## src/rtl/lic_pkg.sv

```systemverilog
package lic_pkg;

    localparam int SW_COUNT    = 16;
    localparam int PRIV_COUNT  = 16;
    localparam int LOCAL_COUNT = SW_COUNT + PRIV_COUNT;
    localparam int SW_ID_W     = 4;
    localparam int SIG_MASK_LSB = 8;

    // register offsets inside the per-CPU window
    localparam logic [11:0] OFF_CTRL  = 12'h000;
    localparam logic [11:0] OFF_SIG   = 12'h060;
    localparam logic [11:0] OFF_PEEK  = 12'h068;
    localparam logic [11:0] OFF_CLAIM = 12'h06C;
    localparam logic [11:0] OFF_SETEN = 12'h0A0;
    localparam logic [11:0] OFF_CLREN = 12'h0A4;
    localparam logic [11:0] OFF_DONE  = 12'h0B4;

    typedef enum logic [3:0] {
        CMD_NONE,
        CMD_CTRL_WR,
        CMD_SIG,
        CMD_SETEN,
        CMD_CLREN,
        CMD_DONE,
        CMD_CLAIM,
        CMD_PEEK,
        CMD_CTRL_RD,
        CMD_RD_ZERO
    } lic_cmd_e;

endpackage

```

## src/rtl/lic_reg_decode.sv

```systemverilog
module lic_reg_decode
    import lic_pkg::*;
#(
    parameter int ADDR_W = 12
) (
    input  logic              req,
    input  logic              we,
    input  logic [ADDR_W-1:0] addr,
    output lic_cmd_e          cmd
);

    always_comb begin
        cmd = CMD_NONE;
        if (req && we) begin
            unique case (addr)
                ADDR_W'(OFF_CTRL):  cmd = CMD_CTRL_WR;
                ADDR_W'(OFF_SIG):   cmd = CMD_SIG;
                ADDR_W'(OFF_SETEN): cmd = CMD_SETEN;
                ADDR_W'(OFF_CLREN): cmd = CMD_CLREN;
                ADDR_W'(OFF_DONE):  cmd = CMD_DONE;
                default:            cmd = CMD_NONE;
            endcase
        end else if (req) begin
            unique case (addr)
                ADDR_W'(OFF_CTRL):  cmd = CMD_CTRL_RD;
                ADDR_W'(OFF_PEEK):  cmd = CMD_PEEK;
                ADDR_W'(OFF_CLAIM): cmd = CMD_CLAIM;
                default:            cmd = CMD_RD_ZERO;
            endcase
        end
    end

    // a read never decodes to a write-side command
    always_comb begin
        if (req && !we)
            assert_read_not_write_R10: assert (cmd inside {CMD_CTRL_RD, CMD_PEEK, CMD_CLAIM, CMD_RD_ZERO});
    end

endmodule

```

## src/rtl/lic_prio_pick.sv

```systemverilog
module lic_prio_pick #(
    parameter int WIDTH = 64,
    parameter int ID_W  = $clog2(WIDTH)
) (
    input  logic [WIDTH-1:0] cand,
    output logic             valid,
    output logic [ID_W-1:0]  id
);

    // lowest index wins: scan downward so the last hit is the smallest
    always_comb begin
        valid = |cand;
        id    = '0;
        for (int i = WIDTH - 1; i >= 0; i--) begin
            if (cand[i]) id = ID_W'(i);
        end
    end

    always_comb begin
        if (valid)
            assert_pick_is_candidate_R4: assert (cand[id]);
    end

endmodule

```

## src/rtl/lic_ipi_out.sv

```systemverilog
module lic_ipi_out
    import lic_pkg::*;
#(
    parameter int NUM_CPUS = 4
) (
    input  logic                clk,
    input  logic                rst_n,
    input  logic                fire,
    input  logic [SW_ID_W-1:0]  id_in,
    input  logic [NUM_CPUS-1:0] mask_in,
    output logic                ipi_valid,
    output logic [SW_ID_W-1:0]  ipi_id,
    output logic [NUM_CPUS-1:0] ipi_mask
);

    typedef struct packed {
        logic                valid;
        logic [SW_ID_W-1:0]  id;
        logic [NUM_CPUS-1:0] mask;
    } out_t;

    out_t q, d;

    always_comb begin
        d       = q;
        d.valid = fire;
        if (fire) begin
            d.id   = id_in;
            d.mask = mask_in;
        end
    end

    always_ff @(posedge clk or negedge rst_n) begin
        if (!rst_n) q <= '0;
        else        q <= d;
    end

    assign ipi_valid = q.valid;
    assign ipi_id    = q.id;
    assign ipi_mask  = q.mask;

    assert_pulse_after_write_R8: assert property (@(posedge clk) disable iff (!rst_n)
        fire |=> (ipi_valid && ipi_id == $past(id_in) && ipi_mask == $past(mask_in)));

    assert_no_spurious_pulse_R8: assert property (@(posedge clk) disable iff (!rst_n)
        !fire |=> !ipi_valid);

endmodule

```

## src/rtl/cpu_irq_port.sv

```systemverilog
module cpu_irq_port
    import lic_pkg::*;
#(
    parameter int NUM_SHARED = 32,
    parameter int NUM_CPUS   = 4,
    parameter int CPU_INDEX  = 0,
    parameter int ADDR_W     = 12,
    parameter int DATA_W     = 32
) (
    input  logic                  clk,
    input  logic                  rst_n,
    input  logic [SW_COUNT-1:0]   sw_set,
    input  logic [PRIV_COUNT-1:0] priv_irq,
    input  logic [NUM_SHARED-1:0] shared_irq,
    input  logic                  req,
    input  logic                  we,
    input  logic [ADDR_W-1:0]     addr,
    input  logic [DATA_W-1:0]     wdata,
    output logic [DATA_W-1:0]     rdata,
    output logic                  irq_req,
    output logic                  ipi_valid,
    output logic [SW_ID_W-1:0]    ipi_id,
    output logic [NUM_CPUS-1:0]   ipi_mask
);

    localparam int NUM_IRQ = LOCAL_COUNT + NUM_SHARED;
    localparam int ID_W    = $clog2(NUM_IRQ);
    localparam int PAD_W   = DATA_W - 1 - ID_W;

    typedef struct packed {
        logic                ctrl;
        logic [NUM_IRQ-1:0]  en;
        logic [NUM_IRQ-1:0]  act;
        logic [SW_COUNT-1:0] swp;
        logic [DATA_W-1:0]   rdata;
    } state_t;

    state_t q, d;

    lic_cmd_e          cmd;
    logic [NUM_IRQ-1:0] pend;
    logic [NUM_IRQ-1:0] cand;
    logic               pick_valid;
    logic [ID_W-1:0]    pick_id;
    logic [ID_W-1:0]    wid;
    logic               wid_ok;
    logic               sig_fire;
    logic               sig_self;

    lic_reg_decode #(.ADDR_W(ADDR_W)) u_decode (
        .req  (req),
        .we   (we),
        .addr (addr),
        .cmd  (cmd)
    );

    // assemble the numbered source space
    genvar g;
    generate
        for (g = 0; g < NUM_IRQ; g++) begin : g_src
            if (g < SW_COUNT) begin : g_sw
                assign pend[g] = q.swp[g];
            end else if (g < LOCAL_COUNT) begin : g_priv
                assign pend[g] = priv_irq[g - SW_COUNT];
            end else begin : g_shared
                assign pend[g] = shared_irq[g - LOCAL_COUNT];
            end
        end
    endgenerate

    assign cand = pend & q.en & ~q.act & {NUM_IRQ{q.ctrl}};

    lic_prio_pick #(.WIDTH(NUM_IRQ), .ID_W(ID_W)) u_pick (
        .cand  (cand),
        .valid (pick_valid),
        .id    (pick_id)
    );

    assign wid      = wdata[ID_W-1:0];
    assign wid_ok   = (wdata < DATA_W'(NUM_IRQ));
    assign sig_fire = (cmd == CMD_SIG);
    assign sig_self = sig_fire && wdata[SIG_MASK_LSB + CPU_INDEX];

    always_comb begin
        d = q;
        unique case (cmd)
            CMD_CTRL_WR: d.ctrl = wdata[0];
            CMD_SETEN:   if (wid_ok) d.en[wid] = 1'b1;
            CMD_CLREN:   if (wid_ok) d.en[wid] = 1'b0;
            CMD_DONE:    if (wid_ok) d.act[wid] = 1'b0;
            CMD_CLAIM: begin
                if (pick_valid) begin
                    d.act[pick_id] = 1'b1;
                    if (pick_id < ID_W'(SW_COUNT))
                        d.swp[pick_id[SW_ID_W-1:0]] = 1'b0;
                    d.rdata = {1'b1, {PAD_W{1'b0}}, pick_id};
                end else begin
                    d.rdata = '0;
                end
            end
            CMD_PEEK:    d.rdata = {pick_valid, {PAD_W{1'b0}}, pick_id};
            CMD_CTRL_RD: d.rdata = {{(DATA_W-1){1'b0}}, q.ctrl};
            CMD_RD_ZERO: d.rdata = '0;
            default: ;
        endcase
        // new arrivals are applied after a claim has cleared its latch
        if (sig_self) d.swp[wdata[SW_ID_W-1:0]] = 1'b1;
        d.swp = d.swp | sw_set;
    end

    always_ff @(posedge clk or negedge rst_n) begin
        if (!rst_n) q <= '0;
        else        q <= d;
    end

    lic_ipi_out #(.NUM_CPUS(NUM_CPUS)) u_ipi (
        .clk       (clk),
        .rst_n     (rst_n),
        .fire      (sig_fire),
        .id_in     (wdata[SW_ID_W-1:0]),
        .mask_in   (wdata[SIG_MASK_LSB +: NUM_CPUS]),
        .ipi_valid (ipi_valid),
        .ipi_id    (ipi_id),
        .ipi_mask  (ipi_mask)
    );

    assign rdata   = q.rdata;
    assign irq_req = pick_valid;

    // ---------------- assertions ----------------
    assert_disabled_no_pick_R3: assert property (@(posedge clk) disable iff (!rst_n)
        !q.ctrl |-> !irq_req);

    assert_claim_marks_active_R4: assert property (@(posedge clk) disable iff (!rst_n)
        (cmd == CMD_CLAIM && pick_valid) |=> (rdata[DATA_W-1] && q.act[rdata[ID_W-1:0]]));

    assert_pick_not_active_R5: assert property (@(posedge clk) disable iff (!rst_n)
        pick_valid |-> (!q.act[pick_id] && q.en[pick_id]));

    assert_done_clears_R5: assert property (@(posedge clk) disable iff (!rst_n)
        (cmd == CMD_DONE && wid_ok) |=> !q.act[$past(wid)]);

    assert_empty_claim_R6: assert property (@(posedge clk) disable iff (!rst_n)
        (cmd == CMD_CLAIM && !pick_valid) |=> (rdata == '0 && $stable(q.act) && $stable(q.en)));

    assert_peek_no_change_R7: assert property (@(posedge clk) disable iff (!rst_n)
        (cmd == CMD_PEEK) |=> ($stable(q.act) && $stable(q.en) && $stable(q.ctrl)));

    assert_rdata_holds_R11: assert property (@(posedge clk) disable iff (!rst_n)
        !(req && !we) |=> $stable(rdata));

endmodule

```

## config.mk

```make
export PLATFORM = sky130hd
export DESIGN_NAME = cpu_irq_port
export DESIGN_NICKNAME = d
export VERILOG_FILES = /design/src/rtl/lic_pkg.sv /design/src/rtl/lic_reg_decode.sv /design/src/rtl/lic_prio_pick.sv /design/src/rtl/lic_ipi_out.sv /design/src/rtl/cpu_irq_port.sv
export SDC_FILE = /design/constraint.sdc
export NUM_CORES = 1
export LEC_CHECK = 0
export CORE_ASPECT_RATIO = 0.8
export CORE_MARGIN = 5
export CORE_UTILIZATION = 55
export DETAILED_ROUTE_END_ITERATION = 10
export HOLD_SLACK_MARGIN = 0.1
export PLACE_DENSITY = 0.79
export SETUP_SLACK_MARGIN = 0.4
export SLEW_MARGIN = 20
export SYNTH_ARGS = -nofsm -noshare
export SYNTH_HDL_FRONTEND = slang
export SYNTH_SLANG_ARGS = --single-unit
```

## constraint.sdc

```tcl
create_clock -name clk -period 3.9 [get_ports clk]
set_input_delay 0.39 -clock clk [delete_from_list [all_inputs] [get_ports clk]]
set_output_delay 0.39 -clock clk [all_outputs]
set_load 0.005 [all_outputs]
```

# Word level (Yosys, flattened, before mapping)
# Cells that the tools add are included.
# W data, S select, Z words.
[word_totals]
regBits = 186
input_bits = 112
out_inout_bits = 42
[classes]
n_lt_le_gt_ge = 10
n_eq_ne = 19
mux = 87
bitwise_logic = 13
n_reduce_logical = 13
[ops]
columns = ["operator", "n"]
rows = [
  ["$mux W6", 64],
  ["$and A64 B64 Y64", 5],
  ["$pmux W64 S2", 2],
  ["$mux W64", 3],
  ["$not A64 Y64", 2],
  ["$or A64 B64 Y64", 2],
  ["$pmux W32 S4", 1],
  ["$mux W80", 1],
  ["$reduce_or A64 Y1", 1],
  ["$mux W16", 3],
  ["$eq A12 B7 Y1 const B", 3],
  ["$eq A12 B8 Y1 const B", 3],
  ["$lt A32 B7 Y1 const B", 1],
  ["$mux W32", 1],
  ["$or A16 B16 Y16", 2],
  ["$and A16 B16 Y16", 1],
  ["$eq A4 B3 Y1 const B", 4],
  ["$not A16 Y16", 1],
  ["$pmux W3 S5", 1],
  ["$lt A6 B7 Y1 const B", 2],
  ["$demux W1 S6", 2],
  ["$ge A6 B1 Y1 const B", 2],
  ["$logic_not A12 Y1", 1],
  ["$pmux W4 S3", 1],
  ["other kinds (14)", 33],
]

# Depth between registers and ports, before layout
# Gate-level depths: netlist of run 1.
[depth]
word_depth = 79
ltp_mapped = 12

# By module
# A second synthesis of run 1 with hierarchy kept.
[hier_totals]
hier_cells = 973
area_unflattened_um2 = 10144.7
[by_module_without_submodules]
columns = ["module", "instances", "cells_each", "area_each_um2", "seq_area_each_um2"]
rows = [
  ["cpu_irq_port", 1, 786, 8729.6, 3803.6],
  ["lic_prio_pick", 1, 145, 887.1, 0.0],
  ["lic_ipi_out", 1, 18, 356.6, 225.2],
  ["lic_reg_decode", 1, 24, 171.4, 0.0],
]

# Least setup slack after synthesis of run 1
# No wires, ideal clock.
[synth_timing]
kind = "input to register"
from = "input addr[1]"
to = "register with a tool-made name"
setup_ps = 125
t_arrival_ps = 2478
t_required_ps = 3775
slack_ps = 1296
stages = 8
path_buffers = 1
path_cell_list = "nor4_4 > o2111ai_1 > o2111ai_1 > mux2_2 > and3b_1 > buf_6 > nand2_2 > mux2_4"
[synth_lines]
columns = ["element", "line", "text"]
rows = [
  ["start, declared", "cpu_irq_port.sv:17", "input logic [ADDR_W-1:0] addr,"],
]

# Worst setup path after layout of run 1
[layout_timing]
from = "register q[176] (netlist bit)"
to = "output irq_req"
[layout_between]
elab_chain_cells = 2
[layout_rtl]
columns = ["element", "line", "text"]
rows = [
  ["start, declared", "cpu_irq_port.sv:38", "state_t q, d;"],
  ["start signal, assigned", "cpu_irq_port.sv:112", "if (!rst_n) q <= '0;"],
  ["start signal, assigned", "cpu_irq_port.sv:113", "else q <= d;"],
  ["$and A64 B64 Y64", "cpu_irq_port.sv:71", "assign cand = pend & q.en & ~q.act & {NUM_IRQ{q.ctrl}};"],
  ["$reduce_or A64 Y1", "lic_prio_pick.sv:12", "valid = |cand;"],
  ["end, declared", "cpu_irq_port.sv:20", "output logic irq_req,"],
]
# Every way passes these cells.

==> results of run 1 <==
[cells by family (layout without fill, tap and decap cells)]
logic type / count (synthesis) / in the layout / share of synthesized area
AOI/OAI and AO/OA: 374 / 374 / 0.239
xor gates and xnor gates: 2 / 2 / 0.00175
buffers and inverters: 121 / 217 / 0.0700
DFF: 161 / 161 / 0.403
muxes: 35 / 35 / 0.0449
other: 1 / 25 / 0.000375
and+or+nand+nor: 369 / 369 / 0.241
[cell type report]
class,instances,area share
repair buffers,175,0.141
multi-input cells,805,0.448
clock buffers,21,0.0381
well taps,230,0.0238
flip-flops and latches,161,0.334
clock inverters,11,0.0126
inverters,10,0.00311
[power groups by stage]
stage	clock network (uW)	logic [uW]	registers, uW
2_1_floorplan	0	178	1710
3_5_place_dp	0	367	1710
3_3_place_gp	0	365	1710
6_report	1770	378	1680
5_1_grt	1850	401	1680
4_1_cts	1780	370	1680
[layer usage]
layer | GRT usage | part of all wire | vias up
li1 | - | - | 4258
met1 | 0.462 | 0.42 | 4701
met2 | 0.451 | 0.41 | 760
met3 | 0.103 | 0.14 | 105
met4 | 0.118 | 0.033 | 2
met5 | 0 | 0.00021 | -
[final timing paths]
check,endpoint,cells past startpoint
max in group asynchronous,q[71]$_DFFE_PN0P_,3
min,u_ipi.ipi_mask[2]$_DFFE_PN0P_,2
min in group asynchronous,q[109]$_DFFE_PN0P_,2
min reg2reg,u_ipi.ipi_mask[2]$_DFFE_PN0P_,2
max,irq_req,9
max reg2reg,q[67]$_DFFE_PN0P_,10
[worst register-to-register path: stages (launching register included)]
cell and delay [ns]:
dfrtp_2 0.44, buf_12 0.17, and4b_1 0.29, or4_1 0.60, a211oi_1 0.36, o21ai_1 0.18, a31oi_2 0.33, buf_4 0.24
o211ai_1 0.12, buf_4 0.23, o31ai_1 0.27
[cells in the mapped netlist, types with 5 or more instances]
| master | number | area, um^2 |
|---|---|---|
| nand2_2 | 8 | 50.1 |
| nor2b_1 | 9 | 56.3 |
| clkbuf_1 | 34 | 128 |
| buf_6 | 8 | 90.1 |
| nand3_1 | 27 | 135 |
| and2_1 | 12 | 75.1 |
| and4b_1 | 32 | 320 |
| mux2_1 | 17 | 191 |
| and3_1 | 11 | 68.8 |
| a2111oi_0 | 5 | 43.8 |
| a211o_1 | 5 | 43.8 |
| mux2_4 | 15 | 225 |
| inv_1 | 9 | 33.8 |
| o21ai_0 | 113 | 566 |
| buf_2 | 27 | 135 |
| nand3_2 | 5 | 50.1 |
| and4_1 | 10 | 87.6 |
| nand4_1 | 18 | 113 |
| nor4_1 | 12 | 75.1 |
| o2111ai_1 | 6 | 52.6 |
| a31oi_1 | 10 | 62.6 |
| o211ai_1 | 8 | 60.1 |
| and3b_1 | 6 | 52.6 |
| nand4b_1 | 55 | 482 |
| buf_4 | 40 | 300 |
| a21oi_1 | 85 | 425 |
| nor3_1 | 15 | 75.1 |
| o21ai_1 | 5 | 25.0 |
| nor2_1 | 26 | 97.6 |
| a211oi_1 | 9 | 67.6 |
| dfrtp_1 | 161 | 4030 |
| nand2b_1 | 14 | 87.6 |
| o31ai_1 | 95 | 713 |
| nand2_1 | 84 | 315 |
[stage by stage]
stage          cells  instance area [um^2]  worst slack (ns)  power, uW
6_report        1413                 12100             0.528       3830
5_1_grt         1413                 12100             0.376       3930
4_1_cts         1411                 12000             0.411       3830
3_5_place_dp    1377                 11400             0.406       2080
3_3_place_gp    1377                 11400             0.483       2080
2_1_floorplan   1087                 10100              1.30       1890
[repair_timing]
item / in CTS / in global routing
gates resized for setup: 1 / 4
hold buffers: 1 / 0
buffers inserted: 1 / 2
pin swaps: 1 / 2
endpoints found under the setup margin: 1 / 1
hold endpoints to repair: 56 / 0
==> metrics.yaml, run 1 <==
placement:
  port_buffers: 128
  dp_hpwl_um: 23400
  gp_congestion: 0.944
global_route:
  gr-total-overflow: 0
  grt_max_degree: 94
  grt_pass1_wl_um: 52100
  antenna_found_initial: 1
  grtUsageTotal: 0.320
  grt_pass1_vias: 9019
timing:
  finalSetupViolCount: 0
  max_slew_margin: 0.248
  rsz0062_at_grt: "false"
  finalSetupTns_ns: 0
  hold_viol_final: 0
  worstMarginPinSlew_ns: 1.12
  fmax_mhz: 297
  finClkSkew_ns: 0.00805
  worst_hold_slack_ns: 0.470
  fin_crit_sh: 0.865
  period_minus_slack_ns: 3.37
  slew_violations: 0
worst_hold_path:
  hold_path_class: "reg -> reg"
  hold_path_startpoint: "u_ipi.ipi_mask[2]$_DFFE_PN0P_"
floorplan:
  dieWidth_um: 161
  start_util: 0.555
  dieArea_um2: 21000
  core-area_um2: 18000
  std_cell_rows: 44
  die_h_um: 131
  ios: 154
clocking:
  cts_root_buffer: "clkbuf_16"
  clk_pin_slew_ns: 0.07
  clkSinkCount: 161
  h-tree-depth: 4
  clockBufferDepth: 2
  cts_buffers: 17
  cts_tree: "yes"
  clk_latency_ns: 0.44
logic_synthesis:
  synth_seq_cells: 161
  ys_types: 80
  synth_ff_type: "dfrtp_1"
  synth_edf_count: 0
  syn_area_per_cell_um2: 9.40
  syn_area_um2: 10000
  synth_warnings: 0
  syn_inst: 1063
  yosysSeqAreaShare: 0.403
  synth-async-reset-ratio: 1.00
route:
  num_vias: 9826
  drt-total-wl_um: 34100
  drc_errors: 0
  first_pass_iters: 9
  viasPerCell: 6.95
  antenna_left: 0
  wl_per_cell_um: 24.1
  drtIter0Drc: 1500
power_and_ir_drop:
  pwr-share-seq: 0.438
  power.leakage_uw: 0.00515
  p_sw_uw: 953
  p_clk_frac: 0.463
  switching_share: 0.249
  p_comb_frac: 0.099
  irDropWorstVdd_v: 0.000295
  internal_power_uw: 2880
  power_density_nw_per_um2: 317
critical_path:
  crit_path_start: "q[176]$_DFFE_PN0N_"
  max_stage_delay_ns: 0.44
  cp_slowest_cell: "dfrtp_2"
  path_buf_inv: 5
  worstPathRequired_ns: 3.51
  crit_chain: "buf_12 > and4b_1 > nor4_2 > nand4_1 > buf_4 > nor4_2 > buf_4 > inv_1 > clkdlybuf4s50_1"
  r2r-start: "q[176]$_DFFE_PN0N_"
  rrSetupSlack_ns: 0.57
  crit_family: "simple AND/OR/NAND/NOR gates"
  worstPathMaxFanout: 36
  cp-end-kind: "output pin"
  crit_type: "reg -> out"
  cp_data_arrival_time_ns: 2.98
  startpoint_type: "flop"
finish:
  drive_above_1_share: 0.118
  final_cell_mix: "160 x dfrtp_1, 127 x clkdlybuf4s50_1, 113 x o21ai_0"
  syn_to_final_growth_pct: 20.8
  num-nets-final: 1282
  multi_input_comb_area_um2: 5410
  fin_util: 0.671
  fill_cells: 1429
  insertedDiodeCount: 0
  layout.area.seq_um2: 4030
  mostFrequentLayoutCell: "dfrtp_1"
run:
  cap_violations: 0
run_status:
  status: "finished, final reports clean"
Note: power is estimated with default switching activity, not from simulation.
==> run 2: changes to the inputs <==
CTS_CLUSTER_DIAMETER = 80   (was default)
HOLD_SLACK_MARGIN = 0.08   (was 0.1)
==> run 2 against run 1 <==
Against the previous run:
- the flow now finishes with violations (hold timing)
- combinational power hardly changed
- register-to-register slack hardly changed
- routed wire length hardly changed
- sequential power hardly changed
- total power hardly changed
- maximum frequency is 0.13% higher
- non-clock buffer count is 1 lower
- clock power hardly changed
- core utilization is 0.056 points lower
- setup slack better by 0.0043 ns
- highest routed layer unchanged
==> metrics.yaml, run 2 (synthesized netlist as in run 1, its figures left out) <==
route:
  antenna_left: 0  # unchanged
  wl_per_cell_um: 24.2  # +0.12%
  drt-total-wl_um: 34100  # about the same
  drc_errors: 0  # unchanged
  wl_met1_um: 14300  # +0.29%
  dr_wl_met2_um: 13900  # -0.38%
  num_vias: 9861  # +0.36%
  drtIter0Drc: 1468  # -2.1%
  routed-wl-met3_um: 4800  # +0.57%
  top_layer_used: "met5"
  first_pass_iters: 6  # -3
  viasPerCell: 6.98  # +0.43%
finish:
  drive_above_1_share: 0.118  # about the same
  layout.area.seq_um2: 4030  # unchanged
  num-nets-final: 1281  # -0.078%
  multi_input_comb_area_um2: 5410  # unchanged
  fin_util: 0.670  # about the same
  final_cell_mix: "160 x dfrtp_1, 127 x clkdlybuf4s50_1, 113 x o21ai_0"
  final_area_um2: 12100  # about the same
  syn_to_final_growth_pct: 20.7  # about the same
  fill_cells: 1428  # -0.070%
  mostFrequentLayoutCell: "dfrtp_1"
  layoutNonFillerInstCount: 1412  # -0.071%
  insertedDiodeCount: 0  # unchanged
clocking:
  cts_hold_buf: 0  # -1
  clk_latency_ns: 0.44  # about the same
  h-tree-depth: 4  # unchanged
  clkSinkCount: 161  # unchanged
  cts_buffers: 17  # unchanged
  clk_pin_slew_ns: 0.07  # about the same
  clockBufferDepth: 2  # unchanged
  cts_tree: "yes"
  cts_root_buffer: "clkbuf_16"
power_and_ir_drop:
  irDropWorstVdd_v: 0.000297  # +0.77%
  power.leakage_uw: 0.00514  # about the same
  power_density_nw_per_um2: 318  # about the same
global_route:
  grt_pass1_vias: 9019  # unchanged
  antenna_found_initial: 1  # unchanged
  grt_max_degree: 94  # unchanged
  grtUsageTotal: 0.320  # unchanged
  grt_pass1_wl_um: 52100  # unchanged
  gr-total-overflow: 0  # unchanged
run:
  cap_violations: 0  # unchanged
placement:
  dp_cells: 1377  # unchanged
  postPlaceCellArea_um2: 11400  # unchanged
  dp_hpwl_um: 23400  # unchanged
  port_buffers: 128  # unchanged
  gp_congestion: 0.944  # unchanged
timing:
  period_minus_slack_ns: 3.37  # -0.00428 ns
  slew_violations: 0  # unchanged
  worstMarginPinSlew_ns: 1.15  # +0.0249 ns
  finClkSkew_ns: 0.00721  # -0.000839 ns
  finalSetupViolCount: 0  # unchanged
  fmax_mhz: 297  # +0.13%
  fin_crit_sh: 0.864  # -0.00110
  finalSetupTns_ns: 0  # unchanged
  hold_viol_final: 2  # +2
  worst_hold_slack_ns: -0.000572  # -0.471 ns
  max_slew_margin: 0.231  # -0.0167
  rsz0062_at_grt: "false"
floorplan:
  std_cell_rows: 44  # unchanged
  core-area_um2: 18000  # unchanged
  dieArea_um2: 21000  # unchanged
  ios: 154  # unchanged
  dieWidth_um: 161  # unchanged
  start_util: 0.555  # unchanged
  die_h_um: 131  # unchanged
critical_path:
  r2r-start: "q[176]$_DFFE_PN0N_"
  cp_data_arrival_time_ns: 2.98  # about the same
  startpoint_type: "flop"
  rrSetupSlack_ns: 0.58  # about the same
  cp-end-kind: "output pin"
  critPathCapture: "irq_req"
  r2r-end: "q[67]$_DFFE_PN0P_"
  worstPathMaxFanout: 51  # +42%
  crit_path_start: "q[176]$_DFFE_PN0N_"
  ff2ff_path_depth: 10  # unchanged
  worstPathRequired_ns: 3.51  # about the same
  crit_type: "reg -> out"
run_status:
  status: "finished, violations left"
  violations: "hold timing"
worst_hold_path:
  hold_path_class: "in -> async"
==> run 2: cell count changes in the layout (fill, tap and decap cells not counted) <==
cell	before	now
dlygate4sd3_1	1	0
==> run 2: metal layers <==
metal | vias up | GRT usage
met5 | - | 0
met1 | 4713 | 0.462
li1 | 4261 | -
met3 | 111 | 0.103
met2 | 774 | 0.451
met4 | 2 | 0.118
==> run 2: worst max-delay path, stage by stage, from the launching register on <==
cell and delay, ns:
dfrtp_2 0.44, buf_12 0.19, and4b_1 0.33, nor4_4 0.37, nand4_1 0.21, nor4_2 0.31, buf_4 0.19, inv_1 0.04
clkdlybuf4s50_1 0.43
==> run 2: power breakdown <==
part           switching (uW)  internal, uW
logic                     222           156
clock network             727          1050
registers                5.32          1680
==> run 2: final cells by class <==
type,count,share of cell area
inverters,10,0.00311
clock buffers,21,0.0382
multi-input cells,805,0.448
clock inverters,11,0.0127
flip-flops and latches,161,0.334
well taps,230,0.0239
repair buffers,174,0.140
==> run 2: how the worst min path moves through the flow <==
stage	end	start	slack, ns	depth (start not counted)
after detailed placement	u_ipi.ipi_mask[2]$_DFFE_PN0P_	u_ipi.ipi_mask[2]$_DFFE_PN0P_	0.46	2
after CTS	q[109]$_DFFE_PN0P_	rst_n	0.08	1
after floorplan	async pin	rst_n	0.09	0
after global placement	u_ipi.ipi_id[1]$_DFFE_PN0P_	u_ipi.ipi_id[1]$_DFFE_PN0P_	0.45	2
after global routing	q[111]$_DFFE_PN0P_	rst_n	0.12	1
final	q[111]$_DFFE_PN0P_	rst_n	-0.0006	1
==> run 2: timing repair <==
action / CTS / global route
resized for setup: 1 / 4
buffers inserted: 1 / 2
pin swaps: 1 / 2
setup endpoints to repair: 1 / 1
==> run 2: per-stage QoR <==
stage | worst slack [ns] | power [uW]
2_1_floorplan | 1.30 | 1890
3_3_place_gp | 0.483 | 2080
3_5_place_dp | 0.406 | 2080
4_1_cts | 0.411 | 3830
5_1_grt | 0.376 | 3930
6_report | 0.532 | 3830
